## config.mk

```make
export PLATFORM = sky130hd
export DESIGN_NAME = hc_router
export DESIGN_NICKNAME = d
export VERILOG_FILES = /design/src/rtl/hc_pkg.sv /design/src/rtl/hc_in_arb.sv /design/src/rtl/hc_lsb_port.sv /design/src/rtl/hc_age_pick.sv /design/src/rtl/hc_router.sv
export SDC_FILE = /design/constraint.sdc
export NUM_CORES = 2
export LEC_CHECK = 0
export ABC_AREA = 1
export ABC_CLOCK_PERIOD_IN_PS = 7800
export BUFFER_PORTS_ARGS = -buffer_cell sky130_fd_sc_hd__buf_4
export CORE_ASPECT_RATIO = 0.9
export CORE_MARGIN = 3
export CORE_UTILIZATION = 31
export DETAILED_ROUTE_END_ITERATION = 16
export GPL_ROUTABILITY_DRIVEN = 0
export GPL_TIMING_DRIVEN = 1
export MAX_ROUTING_LAYER = met4
export PLACE_DENSITY = 0.46
export SLEW_MARGIN = 20
export SYNTH_ARGS = -nofsm -noshare
export SYNTH_HDL_FRONTEND = slang
export SYNTH_SLANG_ARGS = --single-unit
```

## constraint.sdc

```tcl
create_clock -name clk -period 7.8 [get_ports clk]
set_input_delay 0.39 -clock clk [delete_from_list [all_inputs] [get_ports clk]]
set_output_delay 0.39 -clock clk [all_outputs]
set_load 0.1 [all_outputs]
```

## src/rtl/hc_pkg.sv

```systemverilog
package hc_pkg;
   typedef enum logic {
      CMB_OR  = 1'b0,
      CMB_SUM = 1'b1
   } cmb_e;
endpackage

```

## src/rtl/hc_in_arb.sv

```systemverilog
// Fixed-priority one-hot grant: lowest index wins.
module hc_in_arb #(
   parameter int N = 4
) (
   input  logic [N-1:0] req,
   output logic [N-1:0] gnt
);
   always_comb begin
      logic taken;
      taken = 1'b0;
      gnt   = '0;
      for (int i = 0; i < N; i++) begin
         if (req[i] && !taken) begin
            gnt[i] = 1'b1;
            taken  = 1'b1;
         end
      end
   end
endmodule

```

## src/rtl/hc_lsb_port.sv

```systemverilog
// Output port of one buffered packet: lowest set bit, or eject (index DIMS) when zero.
module hc_lsb_port #(
   parameter int DIMS = 12
) (
   input  logic [DIMS-1:0] rel,
   output logic [DIMS:0]   port
);
   always_comb begin
      logic found;
      found = 1'b0;
      port  = '0;
      for (int d = 0; d < DIMS; d++) begin
         if (rel[d] && !found) begin
            port[d] = 1'b1;
            found   = 1'b1;
         end
      end
      port[DIMS] = ~|rel;
   end
endmodule

```

## src/rtl/hc_age_pick.sv

```systemverilog
// Picks the oldest candidate; older[j][i] set means slot j arrived before slot i.
module hc_age_pick #(
   parameter int NBUF = 5
) (
   input  logic [NBUF-1:0]            cand,
   input  logic [NBUF-1:0][NBUF-1:0]  older,
   output logic [NBUF-1:0]            pick
);
   always_comb begin
      for (int i = 0; i < NBUF; i++) begin
         logic beaten;
         beaten = 1'b0;
         for (int j = 0; j < NBUF; j++) begin
            if (cand[j] && older[j][i]) beaten = 1'b1;
         end
         pick[i] = cand[i] && !beaten;
      end
   end
endmodule

```

## src/rtl/hc_router.sv

```systemverilog
module hc_router #(
   parameter int DIMS   = 12,
   parameter int DATA_W = 16,
   parameter int NBUF   = 5,
   parameter int CNT_W  = 8,
   localparam int PKT_W = DIMS + DATA_W + 2
) (
   input  logic                   clk,
   input  logic                   rst_n,
   input  logic [DIMS-1:0]        node_id,
   input  logic                   inj_valid,
   output logic                   inj_ready,
   input  logic [DIMS-1:0]        inj_dest,
   input  logic                   inj_mode,
   input  logic [DATA_W-1:0]      inj_data,
   input  logic                   inj_par,
   input  logic [DIMS-1:0]        lin_valid,
   output logic [DIMS-1:0]        lin_ready,
   input  logic [DIMS*PKT_W-1:0]  lin_pkt,
   output logic [DIMS-1:0]        lout_valid,
   input  logic [DIMS-1:0]        lout_ready,
   output logic [DIMS*PKT_W-1:0]  lout_pkt,
   output logic                   ej_valid,
   input  logic                   ej_ready,
   output logic [PKT_W-1:0]       ej_pkt,
   output logic                   err_flag,
   output logic [CNT_W-1:0]       drop_cnt
);
   import hc_pkg::*;

   localparam int NIN  = DIMS + 1;   // links, then injection
   localparam int NOUT = DIMS + 1;   // links, then eject

   if (DIMS < 1 || DATA_W < 1 || NBUF < 2 || CNT_W < 1) begin : g_bad_param
      $error("hc_router: illegal parameter set");
   end

   // ---------------- input side ----------------
   logic [DIMS-1:0]   in_rel  [NIN];
   logic              in_mode [NIN];
   logic [DATA_W-1:0] in_data [NIN];
   logic [NIN-1:0]    in_ok;

   for (genvar d = 0; d < DIMS; d++) begin : g_lin
      logic [PKT_W-1:0] w;
      assign w          = lin_pkt[d*PKT_W +: PKT_W];
      assign in_rel[d]  = w[PKT_W-1 -: DIMS];
      assign in_mode[d] = w[DATA_W+1];
      assign in_data[d] = w[DATA_W:1];
      assign in_ok[d]   = ^w;              // wire sense: odd
   end
   assign in_rel[DIMS]  = inj_dest ^ node_id;
   assign in_mode[DIMS] = inj_mode;
   assign in_data[DIMS] = inj_data;
   assign in_ok[DIMS]   = ~^{inj_dest, inj_mode, inj_data, inj_par};  // local sense: even

   logic [NBUF-1:0] buf_v;
   logic [DIMS-1:0] buf_rel  [NBUF];
   logic            buf_mode [NBUF];
   logic [DATA_W-1:0] buf_data [NBUF];
   logic [NBUF-1:0][NBUF-1:0] older;

   logic [NIN-1:0] in_req, in_gnt, in_rdy;
   logic full, acc;
   assign in_req    = {inj_valid, lin_valid};
   assign full      = &buf_v;
   assign in_rdy    = full ? '0 : in_gnt;
   assign acc       = |in_rdy;
   assign lin_ready = in_rdy[DIMS-1:0];
   assign inj_ready = in_rdy[DIMS];

   hc_in_arb #(.N(NIN)) u_in_arb (.req(in_req), .gnt(in_gnt));

   logic [DIMS-1:0]   sel_rel;
   logic              sel_mode, sel_ok;
   logic [DATA_W-1:0] sel_data;
   always_comb begin
      sel_rel = '0; sel_mode = 1'b0; sel_data = '0; sel_ok = 1'b0;
      for (int i = 0; i < NIN; i++) begin
         if (in_gnt[i]) begin
            sel_rel  = in_rel[i];
            sel_mode = in_mode[i];
            sel_data = in_data[i];
            sel_ok   = in_ok[i];
         end
      end
   end

   // ---------------- output side ----------------
   logic [NOUT-1:0] tgt  [NBUF];
   logic [NBUF-1:0] cand [NOUT];
   logic [NBUF-1:0] pick [NOUT];
   logic [NOUT-1:0] out_rdy, out_v;
   logic [DIMS-1:0] out_rel  [NOUT];
   logic            out_mode [NOUT];
   logic [DATA_W-1:0] out_data [NOUT];
   logic [NBUF-1:0] depart;

   for (genvar b = 0; b < NBUF; b++) begin : g_tgt
      hc_lsb_port #(.DIMS(DIMS)) u_port (.rel(buf_rel[b]), .port(tgt[b]));
   end

   for (genvar o = 0; o < NOUT; o++) begin : g_out
      always_comb begin
         for (int b = 0; b < NBUF; b++) cand[o][b] = buf_v[b] && tgt[b][o];
      end
      hc_age_pick #(.NBUF(NBUF)) u_pick (.cand(cand[o]), .older(older), .pick(pick[o]));
   end

   assign out_rdy = {ej_ready, lout_ready};

   always_comb begin
      depart = '0;
      for (int o = 0; o < NOUT; o++) begin
         out_v[o] = |pick[o];
         out_rel[o] = '0; out_mode[o] = 1'b0; out_data[o] = '0;
         for (int b = 0; b < NBUF; b++) begin
            if (pick[o][b]) begin
               out_rel[o]  = buf_rel[b];
               out_mode[o] = buf_mode[b];
               out_data[o] = buf_data[b];
               if (out_rdy[o]) depart[b] = 1'b1;
            end
         end
      end
   end

   for (genvar d = 0; d < DIMS; d++) begin : g_lout
      logic [DIMS-1:0] r;
      assign r = out_rel[d] & ~(DIMS'(1) << d);
      assign lout_valid[d] = out_v[d];
      assign lout_pkt[d*PKT_W +: PKT_W] = {r, out_mode[d], out_data[d], ~^{r, out_mode[d], out_data[d]}};

      AST_LINK_ODD: assert property (@(posedge clk) disable iff (!rst_n)
         lout_valid[d] |-> (^lout_pkt[d*PKT_W +: PKT_W]) == 1'b1);
      AST_ROUTE_LSB: assert property (@(posedge clk) disable iff (!rst_n)
         lout_valid[d] |-> lout_pkt[d*PKT_W + PKT_W - DIMS + d] == 1'b0);
   end

   assign ej_valid = out_v[DIMS];
   assign ej_pkt   = {out_rel[DIMS], out_mode[DIMS], out_data[DIMS],
                      ^{out_rel[DIMS], out_mode[DIMS], out_data[DIMS]}};

   // ---------------- combine and allocate ----------------
   logic [NBUF-1:0] hit, hit_oh, free_oh;
   logic good, bad, merge, alloc;
   always_comb begin
      for (int b = 0; b < NBUF; b++)
         hit[b] = buf_v[b] && !depart[b] && (buf_rel[b] == sel_rel) && (buf_mode[b] == sel_mode);
   end
   hc_in_arb #(.N(NBUF)) u_hit_arb  (.req(hit),    .gnt(hit_oh));
   hc_in_arb #(.N(NBUF)) u_free_arb (.req(~buf_v), .gnt(free_oh));

   assign good  = acc && sel_ok;
   assign bad   = acc && !sel_ok;
   assign merge = good && |hit_oh;
   assign alloc = good && !merge;

   always_ff @(posedge clk or negedge rst_n) begin
      if (!rst_n) begin
         buf_v    <= '0;
         older    <= '0;
         err_flag <= 1'b0;
         drop_cnt <= '0;
         for (int b = 0; b < NBUF; b++) begin
            buf_rel[b]  <= '0;
            buf_mode[b] <= 1'b0;
            buf_data[b] <= '0;
         end
      end else begin
         for (int b = 0; b < NBUF; b++) begin
            if (depart[b]) buf_v[b] <= 1'b0;
            if (alloc && free_oh[b]) begin
               buf_v[b]    <= 1'b1;
               buf_rel[b]  <= sel_rel;
               buf_mode[b] <= sel_mode;
               buf_data[b] <= sel_data;
               for (int j = 0; j < NBUF; j++) begin
                  older[j][b] <= (j != b);
                  older[b][j] <= 1'b0;
               end
            end
            if (merge && hit_oh[b]) begin
               if (sel_mode == CMB_SUM) buf_data[b] <= buf_data[b] + sel_data;
               else                     buf_data[b] <= buf_data[b] | sel_data;
            end
         end
         if (bad) begin
            err_flag <= 1'b1;
            if (drop_cnt != '1) drop_cnt <= drop_cnt + 1'b1;
         end
      end
   end

   AST_NO_OVERFLOW: assert property (@(posedge clk) disable iff (!rst_n)
      (&buf_v) |-> !(|{inj_ready, lin_ready}));
   AST_ONE_ACCEPT: assert property (@(posedge clk) disable iff (!rst_n)
      $onehot0({inj_ready, lin_ready}));
   AST_ERR_STICKY: assert property (@(posedge clk) disable iff (!rst_n)
      err_flag |=> err_flag);
   AST_EJECT_ZERO: assert property (@(posedge clk) disable iff (!rst_n)
      ej_valid |-> ej_pkt[PKT_W-1 -: DIMS] == '0);
endmodule

```

# --- Yosys cells after proc, flatten, opt, wreduce, memory -nomap -nowiden ---
# Cells that the tools add are included.
totals:
  regBits: 179
  latch_bits: 0
  ram_bits: 0
  mem_bits_ro: 0
  in_bits: 430
  output_inout_bits: 425
  word_cells: 1607
  memories: 0
classes:
  n_addsub: 6
  n_mul: 0
  div: 0
  magnitude_cmp: 0
  eq_ne: 11
  n_shift: 0
  n_mux: 827
  bitwise_logic: 7
  n_reduce_logical: 714
op_table:
  columns: ["operator", "n"]
  rows:
  - ["$mux 16", 93]
  - ["$mux 12", 73]
  - ["$mux 1", 650]
  - ["$logic_and 1x1->1", 494]
  - ["$reduce_xor 30->1", 12]
  - ["$reduce_xnor 29->1", 12]
  - ["$logic_not 1->1", 152]
  - ["$add 16x16->16", 5]
  - ["$or 16x16->16", 5]
  - ["$reduce_or 5->1", 14]
  - ["$eq 12x12->1", 5]
  - ["$reduce_or 12->1", 5]
  - ["$mux 11", 5]
  - ["$reduce_bool 2->1", 20]
  - ["$reduce_xnor 30->1", 1]
  - ["$reduce_xor 29->1", 1]
  - ["$mux 5", 4]
  - ["$mux 13", 1]
  - ["$reduce_or 13->1", 1]
  - ["$xor 12x12->12", 1]
  - ["$add 8x1->8 const B", 1]
  - ["$ne 8x8->1 const B", 1]
  - ["$mux 6", 1]
  - ["$eq 1x1->1", 5]
  - ["other kinds (3)", 3]

# --- Logic depth before layout (Yosys ltp) ---
logic_depth:
  word_depth: 70
  ltp_mapped: 37
  mapped_depth_nobuf: 33

# --- Hierarchy ---
# Synthesis repeated with hierarchy kept, for this count alone.
hier_totals:
  hier_cells: 6831
  hier_area_um2: 42434.4
modules_own_cells:
  columns: ["mod", "n_inst", "cells_each", "area_per_inst_um2", "seq_area_each_um2"]
  rows:
  - ["hc_router", 1, 6087, 39261.4, 4479.3]
  - ["hc_age_pick", 13, 40, 162.7, 0.0]
  - ["hc_lsb_port", 5, 34, 160.2, 0.0]
  - ["hc_in_arb (u_in_arb)", 1, 32, 165.2, 0.0]
  - ["hc_in_arb (u_free_arb ...)", 2, 11, 46.3, 0.0]

# --- Worst setup path after synthesis ---
# No wires, ideal clock.
synth_path:
  path_kind: "reg-to-output"
  startpoint: "reg buf_v[4]"
  endpoint: "out lout_pkt[0]"
  t_arrival_ns: 5.906
  required_ns: 7.410
  setup_slack_ns: 1.504
  stages_incl_launch_ff: 12
  path_buffers: 2
  path_cell_list: "dfrtp_1 clkbuf_1 nand2_1 a211oi_1 nand2_1 clkbuf_1 o21ai_0 xor2_1 xor2_1 xor2_1 xor2_1 xnor2_1"
synth_between:
  elab_chain_cells: 11
  word_cells_on_any_way: 34
  cone_classes: "19 x mux; 15 x reduce/logical"
synth_lines:
  columns: ["item", "line", "text"]
  rows:
  - ["start: declaration", "hc_router.sv:57", "logic [NBUF-1:0] buf_v;"]
  - ["start signal: assignment", "hc_router.sv:161", "buf_v <= '0;"]
  - ["start signal: indexed assignment", "hc_router.sv:172", "if (depart[b]) buf_v[b] <= 1'b0;"]
  - ["start signal: indexed assignment", "hc_router.sv:174", "buf_v[b] <= 1'b1;"]
  - ["$logic_and 1x1->1 *", "hc_router.sv:105", "for (int b = 0; b < NBUF; b++) cand[o][b] = buf_v[b] && tgt[b][o];"]
  - ["$logic_and 1x1->1", "hc_age_pick.sv:14", "if (cand[j] && older[j][i]) beaten = 1'b1;"]
  - ["$mux 1", "hc_age_pick.sv:14", null]
  - ["$logic_not 1->1", "hc_age_pick.sv:16", "pick[i] = cand[i] && !beaten;"]
  - ["$logic_and 1x1->1", "hc_age_pick.sv:16", null]
  - ["$mux 12 (4 in series)", "hc_router.sv:118", "if (pick[o][b]) begin"]
  - ["$mux 12 *", "hc_router.sv:118", null]
  - ["net lout_pkt[25]", "hc_router.sv:22", "output logic [DIMS*PKT_W-1:0] lout_pkt,"]
  - ["$reduce_xnor 29->1 *", "hc_router.sv:132", "assign lout_pkt[d*PKT_W +: PKT_W] = {r, out_mode[d], out_data[d], ~^{r, out_mode[d], out_data[d]}};"]
  - ["end: declaration", "hc_router.sv:22", null]
# Mark *: on every way through the listed nets, which the timed path passes. The rest lies on a longest branch.

# --- Worst setup path after layout ---
layout_path:
  startpoint: "reg buf_v[1]"
  endpoint: "out lout_pkt[90]"
layout_between:
  elab_chain_cells: 14
  word_cells_on_any_way: 43
  cone_classes: "28 x mux; 15 x reduce/logical"
layout_lines:
  columns: ["item", "line"]
  rows:
  - ["$logic_and 1x1->1 *", "hc_router.sv:105"]
  - ["$logic_and 1x1->1", "hc_age_pick.sv:14"]
  - ["$mux 1 (4 in series)", "hc_age_pick.sv:14"]
  - ["$logic_not 1->1", "hc_age_pick.sv:16"]
  - ["$logic_and 1x1->1", "hc_age_pick.sv:16"]
  - ["$mux 16 (tied with other cells) (5 in series)", "hc_router.sv:118"]
  - ["$reduce_xnor 29->1 *", "hc_router.sv:132"]
# Mark *: on every way between the ends. The rest lies on a longest branch, timed or not.

==> results.txt <==
Run status -> finished, final reports clean
P_int -> 6.94 mW
Top-level I/O count -> 855
Mapped Avg Cell Area -> 5.37 um^2
Worst Hold Launch -> lout_ready[9]
CTS tree -> built
Worst flop-to-flop path endpoint -> buf_data[19]
Switch share -> 75.4%
CTS H-tree depth -> 4
Overall die area -> 0.148 mm^2
Residual DRC -> 0
Count of input and output buffers -> 764
Clock Sinks -> 179
Mapped cell area -> 0.0444 mm^2
Critical-path cell with the highest stage delay -> xor2_1
CP Capture Type -> primary output
Count of final hold-check violations -> 0
Arrival time of the worst setup path -> 6.58 ns
Worst reg-to-reg setup slack -> 1.62 ns
Hold Path Sink -> buf_v[0]
Clock-pin transition on the worst setup and hold timing paths -> 0.09 ns
Clk buf depth -> 2
Worst min path class -> primary input to flip-flop
Proportion of layout cells with a drive suffix above 1 -> 12.3%
Predominant post-synthesis flop cell -> dfrtp_1
Net switching power -> 21.2 mW
Initial DRC count -> 11000
Start of the worst register-to-register path -> buf_v[1]
Overflow after GRT -> 0
Largest net degree at the start of global routing -> 96
Wire length of the first global-routing pass -> 435 mm
Cell Pwr Density -> 538 mW/mm^2
Worst IR drop on VDD -> 1.26 mV
Routed wire length on met2 -> 122 mm
Clock network latency to the later pin of the worst-skew pair -> 0.52 ns
Aggregate global-route resource usage -> 42.5%
HPWL Detailed -> 248 mm
Worst max-slew margin expressed relative to the limit -> 13.2%
Async SR Flop Fraction -> 100%
Wirelength, routed -> 322 mm
Endpoint required time on the critical path -> 7.41 ns
First-pass iteration count of the detailed router -> 10
Clock tree root driver cell -> clkbuf_16
Sum of negative setup slack -> 0 ns
Shortest clock period the worst path allows after layout -> 6.97 ns
Core Region -> 0.142 mm^2
Cells resized by post-CTS repair -> 0
Critical Path Start Type -> flip-flop
Max Used Layer -> met4
Number of synthesized register bits -> 179
Vertical die dimension -> 365 um
Synth unique cells -> 62
Final worst path period share -> 89.3%
ANT nets after route -> 0
Number of non-filler instances in the completed layout -> 10700
Biggest area contributors in the synthesized netlist -> nand2_1, o21ai_0, dfrtp_1, inv_1, nand3_1
Finish-stage setup viols -> 0
Row cnt -> 131
Metal1 wirelength -> 126 mm
Cell Count Post-Placement -> 10600
Combinational cell fraction of total power -> 87.6%
Initial core utilization -> 31.3%
Vias per std cell -> 5.93
Cell type contributing the most total cell area after synthesis -> nand2_1
Post-synthesis instance total -> 8270
Highest net fanout along the worst path -> 20
Number of maximum-capacitance constraint violations -> 0
Proportion of power drawn by the clock network -> 3.3%
Delay of the slowest cell on the worst path -> 0.96 ns
Slew @ Worst Pin -> 1.30 ns
Worst Clk Skew -> 0.0189 ns
WS Path Type -> flip-flop to primary output
Lkg Pwr -> 26.6 nW
Seq/Total Area, Yosys -> 10.1%
Synth-to-Final Area Change -> 18.0%
Via count of the first global-routing pass -> 55900
Post-layout net count -> 9362
Routed wire length per instance -> 30.1 um
Cell depth of the worst min-delay path -> 4
Overall die width -> 405 um
Unrepaired setup endpoints after global routing -> no
Number of pins with negative max-slew slack in the final report -> 0
Most Frequent Cell on Critical Path -> nand2_1
Via count -> 63300
Portion of synthesized cell area occupied by the leading cell type -> 20.8%
Number of antenna violations at the first check in global routing -> 38
Critical path cell sequence -> nand2_1, nor3_1, o21ai_0, nor2_1, nand2_1, buf_4, o21ai_0, o211ai_1, o21ai_0, a21oi_1, a21oi_1, xor2_1, inv_1, nand2_1, nand2_1, nand2_1, nand3_1, nand2_1, nand2_1, nand2_1, buf_4
Warnings, synthesis -> 0
Clock buffers created by TritonCTS -> 17
Length in cells of the worst reg-to-reg path -> 22
Met3 routed wirelength -> 49.8 mm
Post-synth EDFFs -> 0
Power share of the sequential group -> 9.1%
Max Clk Rate -> 144 MHz
[critical path, delay by kind of cell (launching register included)]
family,cells,cell delay [ns]
AND/OR/NAND/NOR,11,2.11
AO/OA/AOI/OAI,6,1.44
XOR/XNOR,1,0.96
buffers and inverters,3,0.79
flip-flops,1,0.72
[area by class of cell]
type / instances / area [um^2]
Timing Repair Buffer: 961 / 7220
Clock buffer: 19 / 443
Clock inverter: 13 / 114
Tap cell: 1862 / 2330
Inverter: 951 / 3570
Multi-Input combinational cell: 6661 / 34100
Antenna cell: 35 / 87.6
Sequential cell: 179 / 4480
Fill cell: 16000 / 89600
[cell usage in the layout (no fill, tap or decap), types with 90 or more instances in the layout]
| master | synthesis | final |
|---|---|---|
| dfrtp_1 | 179 | 179 |
| conb_1 | 1 | 90 |
| nand4_1 | 103 | 103 |
| xnor2_1 | 326 | 326 |
| a21oi_1 | 289 | 287 |
| o21ai_0 | 1066 | 1066 |
| nand3_1 | 673 | 673 |
| o211ai_1 | 213 | 213 |
| ha_1 | 156 | 156 |
| nor2_1 | 630 | 622 |
| nand2_1 | 2464 | 2459 |
| buf_4 | 97 | 959 |
| inv_1 | 924 | 923 |
| xor2_1 | 219 | 219 |
[state kept, by name, summed over array words and instances, names as in the netlist]
name and count:
buf_data 80, buf_rel 60, older 20, drop_cnt 8
buf_mode 5, buf_v 5, err_flag 1
[cell usage after synthesis (6+ instances only)]
library cell	count
nor2_2	9
clkinv_1	23
nor3_1	54
nand3_1	673
o2111ai_1	14
xor2_1	219
nand3b_1	18
nand2_1	2464
a21oi_1	289
o211ai_1	213
o21ai_1	18
and2_1	8
buf_1	12
ha_1	156
or2_2	15
xnor2_1	326
o21ai_0	1066
nor2_1	630
nand4_1	103
nand2_2	24
buf_2	50
clkbuf_1	404
dfrtp_1	179
a22oi_1	27
or2_0	7
a31oi_1	62
inv_1	924
buf_4	97
a211oi_1	7
o22ai_1	80
o221ai_1	6
o21bai_1	17
[metal layers]
| metal | track usage (%) | vias to the layer above |
|---|---|---|
| li1 | - | 27800 |
| met1 | 54.0 | 29300 |
| met2 | 56.3 | 5008 |
| met3 | 17.0 | 1254 |
| met4 | 24.1 | 0 |
| met5 | - | - |
[kinds of logic after synthesis]
logic type               count (synthesis)  share of synthesized area (%)
flip-flops                             179                           10.1
XOR/XNOR                               545                           10.8
buffers and inverters                 1519                           13.9
AO/OA/AOI/OAI                         1823                           22.8
AND/OR/NAND/NOR                       4038                           37.7
other                                    1                        0.00845
adder cells (fa/ha/maj)                161                           4.62
multiplexers                             4                         0.0902
[power by group through the flow]
stage | combinational, mW | sequential [mW] | clock [mW]
floorplan | 15.3 | 1.76 | 0
global placement | 23.6 | 2.44 | 0
detailed placement | 23.7 | 2.43 | 0
CTS | 23.7 | 2.41 | 0.933
global route | 25.4 | 2.48 | 0.970
finish | 24.7 | 2.56 | 0.928
[repair_timing]
item | in CTS | in global routing
hold buffers | 1 | 0
hold endpoints to repair | 75 | 0
buffers inserted | 0 | 0
[metrics by stage]
step                instance area (um^2)  worst slack [ns]  hold WS, ns  total power, mW  util [%]
floorplan                          44700              1.50       0.0944             17.0         -
global placement                   51700              1.44        0.459             26.0      36.4
detailed placement                 51700              1.30        0.465             26.1      36.4
CTS                                52300              1.61        0.387             27.1      36.8
global route                       52300             0.820        0.423             28.9      36.9
finish                             52400             0.832        0.416             28.2      36.9
[worst max path at each step]
stage / from / end / slack (ns) / depth (start not counted)
2_1_floorplan: buf_v[4] / lout_pkt[0] / 1.50 / 11
3_3_place_gp: lin_valid[2] / buf_data[63] / 1.44 / 28
3_5_place_dp: lin_valid[2] / buf_data[63] / 1.30 / 28
4_1_cts: buf_v[1] / lout_pkt[90] / 1.61 / 21
5_1_grt: buf_v[1] / lout_pkt[90] / 0.82 / 21
6_report: buf_v[1] / lout_pkt[90] / 0.83 / 21
Power figures use the tool's default switching activity.
